**config.mk**
```make
export PLATFORM = sky130hd
export DESIGN_NAME = i2c_rx_engine
export DESIGN_NICKNAME = d
export VERILOG_FILES = /design/src/rtl/i2c_rx_engine.sv
export SDC_FILE = /design/constraint.sdc
export NUM_CORES = 1
export LEC_CHECK = 0
export ABC_AREA = 1
export BUFFER_PORTS_ARGS = -buffer_cell sky130_fd_sc_hd__buf_2
export CAP_MARGIN = 20
export CORE_ASPECT_RATIO = 1.25
export CORE_MARGIN = 2
export CORE_UTILIZATION = 30
export CTS_CLUSTER_SIZE = 16
export DETAILED_ROUTE_END_ITERATION = 8
export GPL_ROUTABILITY_DRIVEN = 0
export SYNTH_ARGS = -nofsm -noshare
export SYNTH_HDL_FRONTEND = slang
export SYNTH_SLANG_ARGS = --single-unit
```
**constraint.sdc**
```tcl
create_clock -name clk -period 2 [get_ports clk]
set_clock_uncertainty 0.15 [all_clocks]
set_input_delay 0.2 -clock clk [delete_from_list [all_inputs] [get_ports clk]]
set_output_delay 0.2 -clock clk [all_outputs]
set_load 0.03 [all_outputs]
```
**src/rtl/i2c_rx_engine.sv**
```systemverilog
module i2c_rx_engine #(
  parameter int LOW_CYC  = 8,
  parameter int HIGH_CYC = 8
) (
  input  logic       clk,
  input  logic       rst_n,
  input  logic       ctrl_wr,
  input  logic [5:0] ctrl_wdata,
  input  logic       rd_en,
  input  logic       rd_sel,
  output logic [7:0] rd_data,
  output logic       irq,
  output logic       busy,
  output logic       scl_o,
  output logic       sda_oe,
  input  logic       sda_i
);
  localparam int MAXC = (LOW_CYC > HIGH_CYC) ? LOW_CYC : HIGH_CYC;
  localparam int CW   = $clog2(MAXC + 1);
  localparam logic [CW-1:0] LOW_END  = CW'(LOW_CYC - 1);
  localparam logic [CW-1:0] HIGH_END = CW'(HIGH_CYC - 1);
  localparam logic [CW-1:0] MID      = CW'(HIGH_CYC / 2);

  typedef enum logic [2:0] {S_IDLE, S_STA, S_HOLD, S_LOW, S_HIGH, S_SP1, S_SP2} st_t;

  st_t           state;
  logic [CW-1:0] cnt;
  logic [3:0]    bitn, nbits;
  logic          ack_cur, ack_en;
  logic [2:0]    bc;
  logic [7:0]    sh, dbr;

  wire data_rd    = rd_en && !rd_sel;
  wire in_idle    = state == S_IDLE;
  wire in_hold    = state == S_HOLD;
  wire in_xfer    = state == S_LOW || state == S_HIGH;
  wire ack_slot   = bitn == nbits;
  wire data_phase = in_xfer && !ack_slot;
  wire [3:0] last_bit = ack_cur ? nbits : nbits - 4'd1;
  wire phase_end  = cnt == ((state == S_LOW || state == S_SP1) ? LOW_END : HIGH_END);

  assign scl_o   = !(in_hold || state == S_LOW || state == S_SP1);
  assign sda_oe  = state == S_STA || state == S_SP1 || state == S_SP2 ||
                   (in_xfer && ack_slot && ack_cur);
  assign busy    = !in_idle;
  assign rd_data = rd_sel ? {4'b0000, bc, ack_en} : dbr;

  always_ff @(posedge clk or negedge rst_n) begin
    if (!rst_n) begin
      state   <= S_IDLE;
      cnt     <= '0;
      bitn    <= '0;
      nbits   <= 4'd8;
      ack_cur <= 1'b0;
      ack_en  <= 1'b1;
      bc      <= 3'b000;
      sh      <= '0;
      dbr     <= '0;
      irq     <= 1'b0;
    end else begin
      if (ctrl_wr) {bc, ack_en} <= ctrl_wdata[3:0];
      if (ctrl_wr || data_rd) irq <= 1'b0;
      cnt <= phase_end ? '0 : cnt + 1'b1;
      case (state)
        S_IDLE: begin
          cnt <= '0;
          if (ctrl_wr && ctrl_wdata[4]) state <= S_STA;
        end
        S_STA: if (phase_end) state <= S_HOLD;
        S_HOLD: begin
          cnt <= '0;
          if (data_rd) begin
            state   <= S_LOW;
            bitn    <= '0;
            sh      <= '0;
            ack_cur <= ack_en;
            nbits   <= (bc == 3'b000) ? 4'd8 : {1'b0, bc};
          end else if (ctrl_wr && ctrl_wdata[5]) begin
            state <= S_SP1;
          end
        end
        S_LOW: if (phase_end) state <= S_HIGH;
        S_HIGH: begin
          if (cnt == MID && data_phase) sh <= {sh[6:0], sda_i};
          if (phase_end) begin
            if (bitn == last_bit) begin
              dbr   <= sh;
              irq   <= 1'b1;
              state <= S_HOLD;
            end else begin
              bitn  <= bitn + 4'd1;
              state <= S_LOW;
            end
          end
        end
        S_SP1: if (phase_end) state <= S_SP2;
        S_SP2: if (phase_end) state <= S_IDLE;
        default: state <= S_IDLE;
      endcase
    end
  end
endmodule

```
* Word level (Yosys, flattened, before mapping)
Index checks and enable logic that the tools add are counted.
Storage, ports and cells: bits in registers 37, memory bits (read-only) 0, word-level logic and storage cells 86, memories kept 0, latch bits 0, memory bits (writable) 0, input port bits 12
Operators by class: add/sub/neg operators 3, shift operators 0, bitwise operators 0, multipliers 0, magnitude comparators 0, divide/modulo/power cells 0, equal/unequal tests 20, reductions and logical operators 27, muxes and demuxes 26
Operator list (count):
- 4-bit 2-to-1 mux | 7
- 3-bit 2-to-1 mux | 8
- 8-bit 2-to-1 mux | 3
- 3-bit one-hot mux with 7 select lines | 1
- 8-bit one-hot mux with 2 select lines | 1
- 2-bit != test (second input constant) | 7
- 3-bit equality test (second input constant) | 3
- 4-bit by 1-bit adder with 4-bit output (second input constant) | 2
- 4-bit by 3-bit equality test with 1-bit output (second input constant) | 2
- 4-bit equality test | 2
- 4-bit one-hot mux with 2 select lines | 1
- 1-bit logical AND | 7
- 1-bit logical OR | 7
- 7-bit AND reduction | 1
- 3-bit by 2-bit equality test with 1-bit output (second input constant) | 2
- 3-bit logical NOT | 2
- 3-bit AND reduction | 2
- 1-bit 2-to-1 mux | 5
- 1-bit logical NOT | 4
- 2-bit by 1-bit != test with 1-bit output (second input constant) | 2
- 4-bit AND reduction | 1
- 4-bit by 1-bit subtractor with 4-bit output (second input constant) | 1
- 3-bit by 1-bit equality test with 1-bit output (second input constant) | 1
- 3-bit by 2-bit != test with 1-bit output (second input constant) | 1
- 3 further kinds | 3

* Longest topological paths before layout
depth after elaboration 7, gate-level depth with buffers 13, gate-level depth less buffers 13

* Worst setup path after synthesis
OpenSTA, ideal clock, no wires.
path kind flip-flop to output port, start register state[1], end output sda_oe, setup slack 226 ps, arrival time 1424 ps, path buffers 0, stages on the path, launching flop included 6, path through dfrtp_1 inv_2 nand3_2 inv_2 o21ai_0 o211ai_1
On the way: longest elaborated chain between the ends 5, elaborated cells on any way between the ends 11, those cells by class eq/ne (5); reduce/logical (6)
Ends and longest elaborated chain:
- from (decl) | line 26 | st_t state;
- from (signal assigned) | line 50 | state <= S_IDLE;
- from (signal assigned) | line 67 | if (ctrl_wr && ctrl_wdata[4]) state <= S_STA;
- from (signal assigned) | line 69 | S_STA: if (phase_end) state <= S_HOLD;
- 3-bit by 2-bit equality test with 1-bit output or 3-bit equality test (tied branches) | line 36 | wire in_xfer = state == S_LOW || state == S_HIGH;
- 1-bit logical OR | line 36
- 1-bit logical AND (2 in a row) | line 44 | (in_xfer && ack_slot && ack_cur);
- 1-bit logical OR * | line 43 | assign sda_oe = state == S_STA || state == S_SP1 || state == S_SP2 ||
- to (decl) | line 15 | output logic sda_oe,
Mark *: on every way between the ends. The rest lies on a longest branch, timed or not.

* Worst setup path in the final report
start register nbits[3], end output sda_oe
On the way: longest elaborated chain between the ends 4
Ends and longest elaborated chain:
- from (decl) | line 28 | logic [3:0] bitn, nbits;
- from (signal assigned) | line 77 | nbits <= (bc == 3'b000) ? 4'd8 : {1'b0, bc};
- 4-bit equality test | line 37 | wire ack_slot = bitn == nbits;
- 1-bit logical AND (2 in a row) | line 44
- 1-bit logical OR | line 43
No other way between the ends.

==> results.md <==
* Fraction of layout cells with a size suffix above 1 at between 20% and 30%
* Setup_tns at 0 ps
* Syn Std Cell Area at 0.00205 mm²
* Gr ovfl total at 0
* Post-synth cell types at 31
* Post-synth top area share at approximately 43%
* Met1 GRT Util at 13.7%
* Crit path from: nbits[3]
* Vias at 1748
* Mux cell area share after synthesis at 0%
* Worst-path maximum fanout at 3
* HP Start: ctrl_wr
* Main synth FF type: dfrtp_1
* Largest family of logic cells by synthesized area: simple AND/OR/NAND/NOR gates
* Clock transition at path regs at approximately 70 ps
* PortBufs at 23
* Post-route insts no fill at 393
* Most used routing layer: met2
* # nets final at 322
* Placed Instances at 379
* Worst EP required at 1650 ps
* WP data arrival at between 1500 and 2000 ps
* Hold crit path type: input port to register
* Net count after synthesis at 285
* Max Cap Violations at 0
* PD cells at 1190 mW/mm²
* Tmin final at 1940 ps
* Ys async rst share at 100%
* Mapped Cells at 269
* Area of the die at roughly 0.0075 mm²
* Clock Tree Buf Depth at 2
* Total power at just under 3 mW
* Met2 usage at a little under a quarter
* Highest clock rate at slightly above 500 MHz
* Num rows at 33
* Clock sink count at 37
* Length of the first detailed-routing pass in iterations at 4
* Layout area overhead at 21.3%
* CTS Buf Count at 5
* H-tree level count at 2
* Global-route wire length before repair at 7.38 mm
* Slew HR at 76.5%
* Worst-margin pin slew at 352 ps
* I/O pin count at 24
* Die Span X at 77.9 µm
* Crit path launch type: register
* Clock latency on the worst-skew pair at about 280 ps
* Count of endpoints failing hold in the final timing report at 0
* Clk root buf: clkbuf_8
* Final WS setup at slightly below 60 ps
* Pre-CTS setup slack at approximately 180 ps
* Setup violations, final at 0
* Complex-gate fraction of the synthesized area at 6.78%
* Vias in the first global route at between 1500 and 2000
* All-Layer GR Usage at between 10% and 20%
* CP Class: register to output port
* DRC viols at 0
* Setup crit end kind: output port
* Unrepaired setup endpoints after global routing: no
* Slew Limit Fails at 0
* Yosys warns at 0
* Routed wire per std cell at around 11 µm
* Cell taking the most area after synthesis: dfrtp_1
* Synth Area in XOR/XNOR at 1.71%
* Initial antenna violation count at 0
* Initial cell density of the core at a little under a third
* Vias per cell at approximately 4.4
* Sequential share of the synthesized area at ~45%
* Maximum VDD drop at about 0.41 mV
* Outcome: completed
* Core area at between 0.006 and 0.007 mm²
* Final ANT Viol Nets at 0
* Ant diodes at 0
* Register area at 931 µm²
* Register bit total from synthesis at 37
* LEAKAGE at 1.31 nW
* Adder-cell share of the synthesized area at under 10%
* Largest net degree at the start of global routing at 38
* Hold slack at just over 90 ps
* Met3 Usage GRT at around 3.0%
* Reg2reg start: nbits[1]
* EDFF count, synth at 0
* Drt first-iter violations at 54
* Mapped Avg Cell Area at 7.61 µm²
* Filler instances at 720
* TritonCTS clock tree: built
* Hpwl dp at 3.30 mm
* Largest cells by area after synthesis: dfrtp_1, nand2_1, inv_1
* Tcrit/Tclk final at between 90 and 100%
* Simple-Gate Fraction of Synth Area at a little over a third
* Multi-input logic area at just under 0.001 mm²
* Chip Height at slightly below 100 µm
* WL final at 4.32 mm
-- repair_timing --
| item | CTS | global route |
|---|---|---|
| hold endpoints to repair | 42 | 0 |
| endpoints found under the setup margin | 0 | 2 |
| hold buffers | 6 | 0 |
| resized for setup | 0 | 8 |
| buffers inserted | 0 | 1 |
-- registers in the layout, summed over array words and instances, names as in the netlist --
register  flops
ack_en        1
state         3
ack_cur       1
sh            8
nbits         4
irq           1
cnt           4
bitn          4
dbr           8
bc            3
-- logic make-up after synthesis --
family | after synthesis
AND/OR/NAND/NOR | 163
buffers and inverters | 37
flip-flops | 37
AO/OA/AOI/OAI | 24
XOR/XNOR | 4
adder cells (fa/ha/maj) | 4
-- final cells by class --
class,instances,area share [%]
clock buffer,5,2.77
multi-input combinational,195,40.0
sequential,37,37.5
tap,87,4.38
clock inverter,2,1.41
inverter,34,5.14
timing repair buffer,33,8.86
-- metal layers --
| metal | vias to the layer above | part of all wire (%) |
|---|---|---|
| met3 | 9 | 3.0 |
| met1 | 806 | 43 |
| met2 | 24 | 51 |
| li1 | 909 | - |
| met4 | 0 | 2.3 |
| met5 | - | 0 |
-- synth_stat cells (2+ instances only) --
master / n
nor2_1: 19
dfstp_2: 2
dfrtp_1: 35
inv_2: 9
nor3_1: 2
inv_1: 25
nand3_2: 3
nand2_1: 111
ha_1: 4
nand4_1: 4
nand2_2: 8
o21ai_0: 16
nor2_4: 4
xor2_1: 3
nand3_1: 7
a21oi_1: 2
-- through the flow --
step | cell area, µm² | utilization, %
2_1_floorplan | 2050 | -
3_3_place_gp | 2290 | 34.6
3_5_place_dp | 2290 | 34.6
4_1_cts | 2450 | 37.1
5_1_grt | 2480 | 37.6
6_report | 2480 | 37.6
-- critical path, cell delays in order (launching register included) --
cell      delay [ps]
dfstp_2          540
nand2_1           50
nand2_1           90
nand4_1          190
o211ai_1         240
buf_4            190
-- where the power goes --
group,total (mW),internal (mW),switching (mW)
clock,0.615,0.362,0.253
sequential,1.06,0.896,0.164
combinational,1.27,0.436,0.835
total,2.95,1.69,1.25
-- final timing paths --
check	to	slack, ps	depth (start not counted)
min reg2reg	nbits[3]	310	1
max reg2reg	dbr[7]	200	12
min in group asynchronous	bc[1]	260	3
max in group asynchronous	ack_en	1190	3
min	ack_en	90	3
max	sda_oe	60	5
-- placed cells by master (no fill, tap or decap), types with 2 or more instances in the layout --
cell type / count
a21oi_1: 2
buf_2: 22
buf_4: 4
clkbuf_8: 5
dfrtp_1: 33
dfrtp_2: 2
dfstp_2: 2
dlygate4sd3_1: 6
ha_1: 4
inv_1: 24
inv_2: 10
nand2_1: 111
nand2_2: 8
nand3_1: 7
nand3_2: 2
nand3_4: 2
nand4_1: 4
nor2_1: 19
nor2_4: 4
o21ai_0: 16
xor2_1: 3
Power figures use the tool's default switching activity.
